### config.mk
export PLATFORM = sky130hd
export DESIGN_NAME = tmr16_bus
export DESIGN_NICKNAME = d
export VERILOG_FILES = /design/src/rtl/tmr16_bus.sv
export SDC_FILE = /design/constraint.sdc
export NUM_CORES = 1
export LEC_CHECK = 0
export ABC_AREA = 1
export BUFFER_PORTS_ARGS = -buffer_cell sky130_fd_sc_hd__buf_4
export CELL_PAD_IN_SITES_DETAIL_PLACEMENT = 0
export CELL_PAD_IN_SITES_GLOBAL_PLACEMENT = 1
export CORE_MARGIN = 4
export CORE_UTILIZATION = 30
export CTS_CLUSTER_DIAMETER = 150
export CTS_CLUSTER_SIZE = 10
export DETAILED_ROUTE_END_ITERATION = 7
export GPL_ROUTABILITY_DRIVEN = 0
export PLACE_DENSITY = 0.65
export SYNTH_ARGS = -nofsm -noshare
export SYNTH_HDL_FRONTEND = slang
export SYNTH_SLANG_ARGS = --single-unit
### constraint.sdc
create_clock -name clk -period 1.5 [get_ports clk]
set_input_delay 0.3 -clock clk [delete_from_list [all_inputs] [get_ports clk]]
set_output_delay 0.3 -clock clk [all_outputs]
set_load 0.05 [all_outputs]
### src/rtl/tmr16_bus.sv
module tmr16_bus #(
  parameter int CNT_W = 16,
  parameter int PS_W  = 10
) (
  input  logic        clk,
  input  logic        rst_n,
  input  logic        bus_en,
  input  logic        bus_we,
  input  logic [3:0]  bus_addr,
  input  logic [31:0] bus_wdata,
  output logic [31:0] bus_rdata,
  output logic        irq
);
  localparam logic [CNT_W-1:0] CNT_MAX = '1;

  logic [CNT_W-1:0] reload_q, cnt_q;
  logic [PS_W-1:0]  ps_q, ps_mask;
  logic [2:0]       div_sel;
  logic             periodic, run, irq_q;

  wire wr        = bus_en & bus_we;
  wire reload_wr = wr && bus_addr[3:2] == 2'd0;
  wire ctrl_wr   = wr && bus_addr[3:2] == 2'd2;
  wire clr_wr    = wr && bus_addr[3:2] == 2'd3;
  wire unused_bits = ^{bus_addr[1:0], bus_wdata[31:16]};

  always_comb begin
    case (div_sel)
      3'd1:    ps_mask = PS_W'(15);
      3'd2:    ps_mask = PS_W'(255);
      3'd3:    ps_mask = PS_W'(1);
      3'd4:    ps_mask = PS_W'(7);
      3'd5:    ps_mask = PS_W'(31);
      3'd6:    ps_mask = PS_W'(127);
      3'd7:    ps_mask = PS_W'(1023);
      default: ps_mask = '0;
    endcase
  end

  wire tick   = run && ((ps_q & ps_mask) == ps_mask);
  wire expire = tick && !reload_wr && cnt_q == '0;

  always_ff @(posedge clk or negedge rst_n) begin
    if (!rst_n)                 ps_q <= '0;
    else if (!run || reload_wr) ps_q <= '0;
    else                        ps_q <= ps_q + 1'b1;
  end

  always_ff @(posedge clk or negedge rst_n) begin
    if (!rst_n) begin
      reload_q <= '0;
      cnt_q    <= '0;
    end else if (reload_wr) begin
      reload_q <= bus_wdata[CNT_W-1:0];
      cnt_q    <= bus_wdata[CNT_W-1:0];
    end else if (tick) begin
      if (cnt_q == '0) cnt_q <= periodic ? reload_q : CNT_MAX;
      else             cnt_q <= cnt_q - 1'b1;
    end
  end

  always_ff @(posedge clk or negedge rst_n) begin
    if (!rst_n) begin
      div_sel  <= '0;
      periodic <= 1'b0;
      run      <= 1'b0;
    end else if (ctrl_wr) begin
      div_sel  <= bus_wdata[4:2];
      periodic <= bus_wdata[6];
      run      <= bus_wdata[7];
    end
  end

  always_ff @(posedge clk or negedge rst_n) begin
    if (!rst_n)      irq_q <= 1'b0;
    else if (expire) irq_q <= 1'b1;
    else if (clr_wr) irq_q <= 1'b0;
  end

  assign irq = irq_q;

  always_comb begin
    bus_rdata = '0;
    if (bus_en && !bus_we) begin
      case (bus_addr[3:2])
        2'd0: bus_rdata[CNT_W-1:0] = reload_q;
        2'd1: bus_rdata[CNT_W-1:0] = cnt_q;
        2'd2: bus_rdata[8:0] = {irq_q, run, periodic, 1'b0, div_sel, 2'b00};
        default: bus_rdata = '0;
      endcase
    end
  end

  a_r3_reload_load: assert property (@(posedge clk) disable iff (!rst_n)
    reload_wr |=> (cnt_q == $past(bus_wdata[CNT_W-1:0]) && ps_q == '0));
  a_r4_hold: assert property (@(posedge clk) disable iff (!rst_n)
    (!run && !reload_wr) |=> ($stable(cnt_q) && ps_q == '0));
  a_r5_clear: assert property (@(posedge clk) disable iff (!rst_n)
    (clr_wr && !expire) |=> !irq);
  a_r6_set_wins: assert property (@(posedge clk) disable iff (!rst_n)
    expire |=> irq);
  a_r2_count_ro: assert property (@(posedge clk) disable iff (!rst_n)
    (wr && bus_addr[3:2] == 2'd1 && !run) |=> $stable(cnt_q));
endmodule

After elaboration in Yosys (flattened, before gate mapping)
Cells that the tools add are included.
Widths: inputs -> output; s select.
Operators by class
  eq/ne operators: 11
  reductions and logical operators: 15
  shift operators: 0
  multipliers: 0
  bitwise operators: 2
  mux-type cells: 11
  order comparisons: 0
  add/subtract/negate cells: 2
  div/mod/pow operators: 0
Operators with widths (number)
  $mux 16: 5
  $pmux 10 s7: 1
  $pmux 9 s3: 1
  $logic_not 16->1: 1
  $sub 16x1->16 const B: 1
  $pmux 7 s2: 1
  $eq 3x3->1 const B: 4
  $add 10x1->10 const B: 1
  $and 10x10->10: 1
  $eq 10x10->1: 1
  $mux 10: 1
  $logic_and 1x1->1: 7
  $eq 3x2->1 const B: 2
  $eq 2x2->1 const B: 2
  $reduce_bool 2->1: 2
  $eq 3x1->1 const B: 1
  $logic_not 1->1: 3
  $eq 2x1->1 const B: 1
  $logic_not 2->1: 1
  $mux 1: 2
  $and 1x1->1: 1
  $logic_or 1x1->1: 1
Word-level totals
  memory bits (read-only): 0
  latch bits: 0
  bits in writable memories: 0
  register bits after elaboration: 48
  input bits: 40
  logic and storage cells: 48
  memories: 0

Depth between registers and ports, before layout
Gate-level depths: netlist of the first run.
  depth in word-level cells: 8
  depth in mapped cells: 12
  mapped depth without buffers: 12

Least setup slack after synthesis of the first run
OpenSTA, ideal clock, no wires.
  path type: input -> output
  from: input bus_en
  to: output bus_rdata[0]
  stages: 4
  setup slack: -0.419 ns
  path buffers: 0
  data arrival time: 1.619 ns
  path through: inv_1 > nor2_1 > clkinv_1 > a21oi_1
On the way
  word-level cells in the longest chain between the ends: 2
RTL lines
  start: declaration: line 7  | input logic bus_en,
  $logic_and 1x1->1: line 84  | if (bus_en && !bus_we) begin
  $mux 16: line 84
  end: declaration: line 11  | output logic [31:0] bus_rdata,
Every way passes these cells.

Final worst setup path of the first run
  from: register cnt_q[2]
  to: output bus_rdata[2]
On the way
  word-level cells in the longest chain between the ends: 2
RTL lines
  start: declaration: line 16  | logic [CNT_W-1:0] reload_q, cnt_q;
  start signal: assignment: line 55  | cnt_q <= bus_wdata[CNT_W-1:0];
  start signal: assignment: line 57  | if (cnt_q == '0) cnt_q <= periodic ? reload_q : CNT_MAX;
  start signal: assignment: line 58  | else cnt_q <= cnt_q - 1'b1;
  $pmux 9 s3: line 85  | case (bus_addr[3:2])
  $mux 16: line 84
Every way passes these cells.

==> results.py, run 1 <==
metrics = {
    "run_status": {
        "run_status": "finished with violations",
        "violations": "negative setup slack",
    },
    "yosys": {
        "synth_edf_count": 0,
        "ys_seq_area_share_pct": 37.6,
        "syn_inst": 482,
        "synth_area_mm2": 0.00319,
        "ys_types": 34,
        "yosys-top-cells-area": "dfrtp_1 38%, nand2_1 18%, inv_1 6.3%",
        "synthArstFlopShare_pct": 100,
        "yosysTopAreaCell": "dfrtp_1",
        "ys_warn_count": 0,
        "syn_avg_cell_area_um2": 6.63,
        "synth_top_area_share_pct": 37.6,
        "yosysMostFrequentCell": "nand2_1",
        "ys_seq_elements": 48,
        "synth_ff_type": "dfrtp_1",
        "synth_common_cells": "156 x nand2_1, 54 x inv_1, 51 x nor2_1",
    },
    "global_routing": {
        "gr-total-overflow": 0,
        "track_usage_pct": 17.0,
        "met1_usage_pct": 21.2,
        "grt_max_degree": 28,
        "top_usage_layer": "met2",
        "use_met2_pct": 31.0,
        "grt_pass1_vias": 3555,
        "grt_pass1_wl_mm": 17.2,
        "use_met3_pct": 2.24,
        "antenna_found_initial": 0,
    },
    "sta": {
        "drv_slew": 0,
        "hold_viol": 0,
        "finClkSkew_ns": 0.00977,
        "fmax_ghz": 0.596,
        "fin_crit_sh_pct": 112,
        "min_period_ns": 1.68,
        "finalSetupViolCount": 28,
        "hold_slack_ns": 0.212,
        "rsz0062_at_grt": "yes",
        "fin_ws_ns": -0.178,
    },
    "pwr": {
        "total_leakage_power_nw": 2.62,
        "comb_power_share_pct": 57.7,
        "power_density_mw_per_mm2": 1220,
        "clockPowerShare_pct": 13.3,
        "ir_worst_vdd_mv": 0.470,
        "seqPwrFrac_pct": 29.0,
        "power.internal_mw": 3.66,
        "p_total_mw": 6.26,
        "power_switching_mw": 2.59,
        "p_sw_share_pct": 41.5,
    },
    "drt": {
        "wl_per_cell_um": 14.2,
        "routed_wl_mm": 10.8,
        "vias": 3537,
        "dr.pass1.iters": 6,
        "drcViolationCount": 0,
        "drt_first_iter_violations": 159,
        "drtAntennaViolNets": 0,
        "vias_per_cell": 4.66,
    },
    "layout": {
        "fin_area_mm2": 0.00512,
        "num_antenna_cells": 0,
        "finish.utilization_pct": 49.4,
        "layout-drive-gt1-share_pct": 39.5,
        "layout.nets": 665,
        "syn2layout_area_growth_pct": 60.3,
    },
    "clocking": {
        "worstSkewPairLatency_ns": 0.31,
        "cts.sinks": 48,
        "cts_buffers": 5,
        "path_clk_slew_ns": 0.09,
        "cts.htree.levels": 2,
        "clock_path_buffers": 2,
        "cts-root-buf": "clkbuf_8",
        "cts_tree": "built",
    },
    "worst_setup_path": {
        "arrival_ns": 1.38,
        "end_kind": "output pin",
        "path_class": "flip-flop to output pin",
        "cp-start-kind": "flip-flop",
        "worstPathMaxFanout": 3,
        "crit_required_ns": 1.20,
    },
    "run": {
        "max_cap_violations": 0,
    },
    "min_path": {
        "hold_path.class": "input port to flip-flop",
    },
    "die": {
        "die_area_mm2": 0.0124,
        "start_util_pct": 30.8,
        "placementRows": 37,
        "core-area_mm2": 0.0104,
        "die_w_um": 111,
        "die_y_um": 111,
        "top_level_ports": 73,
    },
    "place": {
        "place_ws_ns": -0.156,
        "place_area_mm2": 0.00416,
        "portBuffers": 38,
        "place_hpwl_mm": 7.61,
    },
}
-- cell families (layout without fill, tap and decap cells) --
kind of cell	after synthesis	after routing	synth area share [%]
buffers and inverters	86	212	12.4
multiplexers	1	1	0.353
adder cells (fa/ha/maj)	3	3	1.18
flip-flops	48	48	37.6
AO/OA/AOI/OAI	69	69	11.3
AND/OR/NAND/NOR	271	271	36.2
XOR/XNOR	3	3	0.823
other	1	16	0.117
-- repair_timing --
action	4_1_cts	5_1_grt
hold buffers	1	0
gates resized for setup	73	89
gates cloned	1	1
buffers inserted	22	17
hold endpoints to repair	25	0
pin swaps	18	37
setup endpoints to repair	33	35
-- final cells by class --
class,count,area (um^2)
Fill cell,1067,5250
Timing Repair Buffer,142,1320
Clock buffer,8,90.1
Tap cell,136,170
Multi-Input combinational cell,363,2070
Inverter,62,265
Sequential cell,48,1200
-- critical path, stage by stage, from the launching register on --
cell      delay (ns)
dfrtp_1         0.41
buf_4           0.14
buf_6           0.12
inv_4           0.05
o221ai_2        0.09
nand2_1         0.08
inv_1           0.05
buf_6           0.14
-- power by group through the flow --
stage | logic, mW | clock network (mW) | registers (mW)
floorplan | 1.54 | 0 | 1.84
global placement | 2.64 | 0 | 1.80
detailed placement | 2.65 | 0 | 1.81
CTS | 3.15 | 0.867 | 1.78
global route | 3.95 | 0.912 | 1.85
finish | 3.61 | 0.834 | 1.81
-- sequential cells by signal (all words and copies together), names as in the netlist --
register and flops:
cnt_q 16, ps_q 10, irq 1, periodic 1
div_sel 3, reload_q 16, run 1
-- placed cells by master (no fill, tap or decap), drive strengths merged, types with 2 or more instances in the layout --
cell	netlist	routed
nand2	160	160
conb	1	16
inv	60	60
o22ai	4	4
clkbuf	5	8
nor2	57	57
dfrtp	48	48
a21oi	25	25
ha	3	3
xor2	2	2
clkinv	2	2
o21ai	37	37
nand3	40	40
nor3	8	8
o221ai	2	2
nand4	2	2
buf	19	141
nand3b	2	2
-- per-stage QoR --
stage	setup TNS, ns	instances
2_1_floorplan	-0.0162	497
3_3_place_gp	-2.51	710
3_5_place_dp	-2.84	710
4_1_cts	-3.08	742
5_1_grt	-5.24	759
6_report	-2.10	759
-- final timing paths --
check / from / to / slack, ns / cells past startpoint
setup reg to reg: cnt_q[2] / cnt_q[14] / -0.12 / 11
hold reg to reg: reload_q[5] / reload_q[5] / 0.52 / 2
max in group asynchronous: rst_n / ps_q[4] / 0.58 / 3
min in group asynchronous: rst_n / reload_q[0] / 0.46 / 2
hold / removal: bus_wdata[5] / reload_q[5] / 0.21 / 3
setup / recovery: cnt_q[2] / bus_rdata[2] / -0.18 / 7
-- routing by layer --
metal | vias up | share of wire [%]
li1 | 1783 | -
met2 | 57 | 51
met3 | 13 | 3.0
met5 | - | 0
met4 | 0 | 1.9
met1 | 1684 | 44
Note: power is estimated with default switching activity, not from simulation.
==> run 2: changes to the inputs <==
--- a/config.mk
+++ b/config.mk
@@ -9,6 +9,7 @@
 export BUFFER_PORTS_ARGS = -buffer_cell sky130_fd_sc_hd__buf_4
 export CELL_PAD_IN_SITES_DETAIL_PLACEMENT = 0
 export CELL_PAD_IN_SITES_GLOBAL_PLACEMENT = 1
+export CORE_ASPECT_RATIO = 0.8
 export CORE_MARGIN = 4
 export CORE_UTILIZATION = 30
 export CTS_CLUSTER_DIAMETER = 150
==> run 2 against run 1 <==
The flow still finishes with violations (negative setup slack). Critical endpoint is now bus_rdata[3]. Hold slack improved by 0.020 ns. First-iteration DRC count increased by 11%. Critical path type unchanged. Register-to-register slack improved by 0.04 ns. Total power increased by 7.1%. Core utilization decreased by 0.43 points. Sequential power increased by 4%. Critical path depth decreased by 1. Cell count decreased by 0.79%. Flip-flop and latch count unchanged. Design area decreased by 1.3%. Count of clock-buffer cells in the layout decreased by 3.
==> results.py, run 2 (same netlist as run 1, synthesis figures left out) <==
metrics = {
    "layout": {
        "layout-drive-gt1-share_pct": 41.3,
        "fillers": 1045,
        "fin_cells": 753,
        "syn2layout_area_growth_pct": 58.2,
        "reg_top3": "cnt_q x16, reload_q x16, ps_q x10",
        "final_cell_mix": "128 x nand2_1, 94 x buf_4, 43 x dfrtp_1",
        "num_antenna_cells": 0,
        "final_common_cell": "nand2_1",
        "layout.nets": 655,
    },
    "sta": {
        "hold_viol": 0,
        "fmax_ghz": 0.616,
        "finClkSkew_ns": 0.00703,
        "min_period_ns": 1.62,
        "fin_setup_tns_ns": -1.43,
        "finalSetupViolCount": 29,
        "hold_slack_ns": 0.232,
        "rsz0062_at_grt": "yes",
        "fin_crit_sh_pct": 108,
        "drv_slew": 0,
        "fin_ws_ns": -0.124,
    },
    "run_status": {
        "violations": "negative setup slack",
        "run_status": "finished with violations",
    },
    "place": {
        "place_inst": 716,
        "place_hpwl_mm": 7.75,
        "portBuffers": 38,
        "place_ws_ns": -0.137,
    },
    "worst_setup_path": {
        "arrival_ns": 1.32,
        "path_class": "flip-flop to output pin",
        "crit_slowest_cell": "dfrtp_1",
        "crit_cells": 6,
        "crit_required_ns": 1.20,
        "reg2reg_from": "div_sel[1]",
        "end_kind": "output pin",
        "r2r-end": "cnt_q[13]",
        "cp-start-kind": "flip-flop",
        "cp_num_buf_inv": 4,
        "ff2ff_setup_slack_ns": -0.08,
        "crit_end": "bus_rdata[3]",
        "critPathMostFrequentCell": "inv_1",
        "slowest_delay_ns": 0.37,
        "worstPathCellList": "inv_1, buf_4, nor3_1, o21ai_1, inv_1, buf_6",
        "crit_start": "div_sel[1]",
        "worstPathMaxFanout": 3,
        "r2r_cells": 10,
        "critPathTopFamily": "buffers and inverters",
    },
    "pwr": {
        "total_leakage_power_nw": 2.53,
        "p_total_mw": 6.70,
        "power_density_mw_per_mm2": 1330,
        "ir_worst_vdd_mv": 0.551,
    },
    "clocking": {
        "worstSkewPairLatency_ns": 0.30,
        "cts.htree.levels": 2,
        "cts_buffers": 5,
        "path_clk_slew_ns": 0.07,
        "cts_tree": "built",
        "cts.sinks": 48,
        "clock_path_buffers": 2,
        "cts-root-buf": "clkbuf_16",
    },
    "run": {
        "max_cap_violations": 0,
    },
    "global_routing": {
        "gr-total-overflow": 0,
        "grt_pass1_wl_mm": 17.3,
        "track_usage_pct": 17.9,
        "antenna_found_initial": 0,
        "grt_max_degree": 22,
        "grt_pass1_vias": 3480,
    },
    "drt": {
        "dr.pass1.iters": 4,
        "wl_per_cell_um": 14.3,
        "drcViolationCount": 0,
        "vias_per_cell": 4.58,
        "vias": 3445,
        "routed_wl_mm": 10.7,
        "drtAntennaViolNets": 0,
        "drt_first_iter_violations": 176,
    },
    "die": {
        "placementRows": 33,
        "die_y_um": 100,
        "core-area_mm2": 0.0103,
        "top_level_ports": 73,
        "die_w_um": 123,
        "start_util_pct": 30.9,
        "die_area_mm2": 0.0124,
    },
    "min_path": {
        "hold_path.class": "input port to flip-flop",
    },
}
## run 2: cell count changes in the layout (fill, tap and decap cells not counted), moves of 5 or more
cell and change:
buf_6 -16, buf_8 +5, clkbuf_16 +5, clkbuf_8 -6
nand2_1 -5, nand2_2 +6, nor2_1 -10, nor2_2 +10
## run 2: worst min-delay path by stage
stage,start,end,slack [ns],depth (start not counted)
after CTS,bus_wdata[14],reload_q[14],0.23,3
after floorplan,rst_n,cnt_q[0],0.004,0
final,bus_wdata[15],reload_q[15],0.23,3
after global placement,rst_n,irq,0.21,1
after detailed placement,rst_n,irq,0.21,1
after global routing,bus_wdata[14],reload_q[14],0.25,3
## run 2: worst min-delay path, delay by kind of cell
family                 cells  cell delay [ns]
AOI/OAI and AO/OA          1             0.06
and+or+nand+nor            1             0.05
buffers and inverters      1             0.08
## run 2: metal layers
metal	wire [um]	vias to the layer above	track usage, %
met5	0	-	0
met4	95	0	4.26
met3	495	9	2.93
met2	4820	67	27.4
met1	5330	1602	26.2
li1	-	1767	-
## run 2: what timing repair did
action / 4_1_cts / 5_1_grt
pin swaps: 23 / 23
setup buffers: 19 / 7
cloned: 2 / 1
gates resized for setup: 92 / 72
endpoints found under the setup margin: 33 / 35
hold buffers: 1 / 0
hold endpoints to repair: 15 / 0
## run 2: metrics by stage
step           area (um^2)  util (%)
5_1_grt               5050      48.9
3_3_place_gp          4170      40.4
4_1_cts               4790      46.4
2_1_floorplan         3370         -
3_5_place_dp          4170      40.4
6_report              5050      48.9
## run 2: area by class of cell
type,instances,area [um^2],share of cell area (%)
Tap cell,140,175,3.47
Timing Repair inverter,1,8.76,0.173
Clock inverter,3,47.5,0.941
Clock buffer,5,125,2.48
Sequential cell,48,1210,23.9
Inverter,62,260,5.15
Timing Repair Buffer,131,1160,23.0
Multi-Input combinational cell,363,2070,40.9
## run 2: power by group
group	total, mW	switching [mW]	internal, mW
clock network	1.34	0.549	0.794
logic	3.48	1.88	1.60
registers	1.88	0.290	1.59
total	6.70	2.72	3.98
==> run 3: changes to the inputs <==
==> constraint.sdc (replaced) <==
create_clock -name clk -period 1.5 [get_ports clk]
set_input_delay 0.15 -clock clk [delete_from_list [all_inputs] [get_ports clk]]
set_output_delay 0.15 -clock clk [all_outputs]
set_load 0.05 [all_outputs]
==> run 3 against run 2 <==
Routed wire length fell by 6.9%. Critical endpoint is now cnt_q[9]. Largest power group unchanged. Critical path depth is 4 higher. First-iteration DRC count fell by 9.1%. Highest routed layer unchanged. The flow still finishes with violations (negative setup slack). Die area did not move.
==> results.py, run 3 (same netlist as run 1, synthesis figures left out) <==
metrics = {
    "layout": {
        "reg_top3": "cnt_q x16, reload_q x16, ps_q x10",
        "num_antenna_cells": 0,
        "final_cell_mix": "146 x nand2_1, 90 x buf_4, 44 x inv_1, 44 x dfrtp_1",
        "syn2layout_area_growth_pct": 43.6,
        "layout-drive-gt1-share_pct": 33.2,
        "layout.nets": 632,
        "fillers": 1100,
        "final_common_cell": "nand2_1",
        "fin_cells": 730,
    },
    "drt": {
        "vias_per_cell": 4.48,
        "drt_first_iter_violations": 160,
        "vias": 3271,
        "drtAntennaViolNets": 0,
        "routed_wl_mm": 10.0,
        "drcViolationCount": 0,
        "dr.pass1.iters": 4,
        "wl_per_cell_um": 13.7,
    },
    "run_status": {
        "run_status": "finished with violations",
        "violations": "negative setup slack",
    },
    "clocking": {
        "path_clk_slew_ns": 0.07,
        "clock_path_buffers": 2,
        "cts_tree": "built",
        "cts_buffers": 5,
        "worstSkewPairLatency_ns": 0.29,
        "cts-root-buf": "clkbuf_16",
        "cts.htree.levels": 2,
        "cts.sinks": 48,
    },
    "global_routing": {
        "gr-total-overflow": 0,
        "track_usage_pct": 17.0,
        "grt_pass1_wl_mm": 16.5,
        "antenna_found_initial": 0,
        "grt_max_degree": 29,
        "grt_pass1_vias": 3273,
    },
    "worst_setup_path": {
        "worstPathMaxFanout": 7,
        "cp-start-kind": "flip-flop",
        "r2r_cells": 10,
        "end_kind": "flip-flop",
        "path_class": "flip-flop to flip-flop",
        "arrival_ns": 1.77,
        "reg2reg_from": "cnt_q[0]",
        "r2r-end": "cnt_q[9]",
        "ff2ff_setup_slack_ns": -0.08,
        "crit_required_ns": 1.69,
    },
    "pwr": {
        "comb_power_share_pct": 49.1,
        "power.internal_mw": 3.80,
        "clockPowerShare_pct": 21.6,
        "power_density_mw_per_mm2": 1380,
        "p_sw_share_pct": 39.9,
        "total_leakage_power_nw": 2.31,
        "power_switching_mw": 2.52,
        "seqPwrFrac_pct": 29.4,
        "ir_worst_vdd_mv": 0.601,
        "p_total_mw": 6.33,
    },
    "sta": {
        "finClkSkew_ns": 0.00710,
        "min_period_ns": 1.58,
        "hold_slack_ns": 0.0881,
        "finalSetupViolCount": 11,
        "drv_slew": 0,
        "fmax_ghz": 0.634,
        "rsz0062_at_grt": "yes",
        "fin_crit_sh_pct": 105,
        "hold_viol": 0,
        "fin_ws_ns": -0.0772,
    },
    "die": {
        "die_area_mm2": 0.0124,
        "die_w_um": 123,
        "placementRows": 33,
        "top_level_ports": 73,
        "start_util_pct": 30.9,
        "core-area_mm2": 0.0103,
        "die_y_um": 100,
    },
    "min_path": {
        "hold_path.class": "input port to flip-flop",
        "hp-start": "bus_wdata[8]",
        "hold_end": "reload_q[8]",
        "min_delay_path_depth": 3,
    },
    "place": {
        "place_inst": 710,
        "place_hpwl_mm": 7.60,
        "portBuffers": 38,
        "place_ws_ns": -0.170,
    },
    "run": {
        "max_cap_violations": 0,
    },
}
[run 3: cell count changes in the layout (fill, tap and decap cells not counted), moves of 6 or more]
cell / before / now
buf_6: 28 / 16
nor2_2: 20 / 13
a21oi_4: 10 / 0
buf_8: 6 / 0
nand2_4: 11 / 2
nand2_1: 128 / 146
nor2_1: 26 / 35
nand2_2: 21 / 12
[run 3: layout make-up]
type	instances	area (um^2)	share of cell area [%]
timing repair buffer	109	906	19.7
tap	140	175	3.82
clock buffer	6	139	3.03
inverter	62	253	5.51
clock inverter	2	38.8	0.845
sequential	48	1210	26.3
multi-input combinational	363	1870	40.8
[run 3: through the flow]
step	instance area [um^2]	utilization, %	setup TNS, ns
6_report	4590	44.4	-0.389
5_1_grt	4590	44.4	-2.77
4_1_cts	4380	42.5	-0.442
3_5_place_dp	4000	38.8	-1.32
3_3_place_gp	4000	38.8	-1.20
2_1_floorplan	3250	-	-1.19
[run 3: power by group through the flow]
stage / sequential, mW / clock (mW) / combinational, mW
CTS: 1.84 / 1.41 / 2.86
finish: 1.86 / 1.37 / 3.10
global route: 1.90 / 1.45 / 3.47
floorplan: 1.84 / 0 / 1.49
detailed placement: 1.83 / 0 / 2.61
global placement: 1.84 / 0 / 2.61
[run 3: layer usage]
metal  up-vias  GRT usage (%)  routed length, um
met5         -              0                  0
met4         0           4.51                129
met3         8           2.93                441
met2        60           25.7               4280
met1      1486           25.0               5140
li1       1717              -                  -
[run 3: repair_timing]
action / in CTS / in global routing
hold buffers: 1 / 0
endpoints found under the hold margin: 20 / 0
pin swaps: 15 / 32
setup endpoints to repair: 23 / 28
buffers inserted: 5 / 6
gates resized for setup: 55 / 50
[run 3: how the worst max path moves through the flow]
stage	from	endpoint	slack (ns)	cells after the start
after floorplan	bus_en	bus_rdata[0]	-0.12	4
after global placement	cnt_q[0]	cnt_q[8]	-0.18	10
after detailed placement	cnt_q[0]	cnt_q[8]	-0.17	10
after CTS	cnt_q[0]	cnt_q[8]	-0.08	10
after global routing	cnt_q[1]	cnt_q[15]	-0.19	12
final	cnt_q[0]	cnt_q[9]	-0.08	10
[run 3: worst max-delay path: stages, from the launching register on]
cell	delay (ns)
dfrtp_1	0.39
inv_2	0.12
ha_4	0.16
nand2_4	0.05
nor2_4	0.10
nand3_2	0.10
nor2_4	0.21
buf_4	0.15
a21oi_1	0.05
nand3_1	0.08
nand2_1	0.05
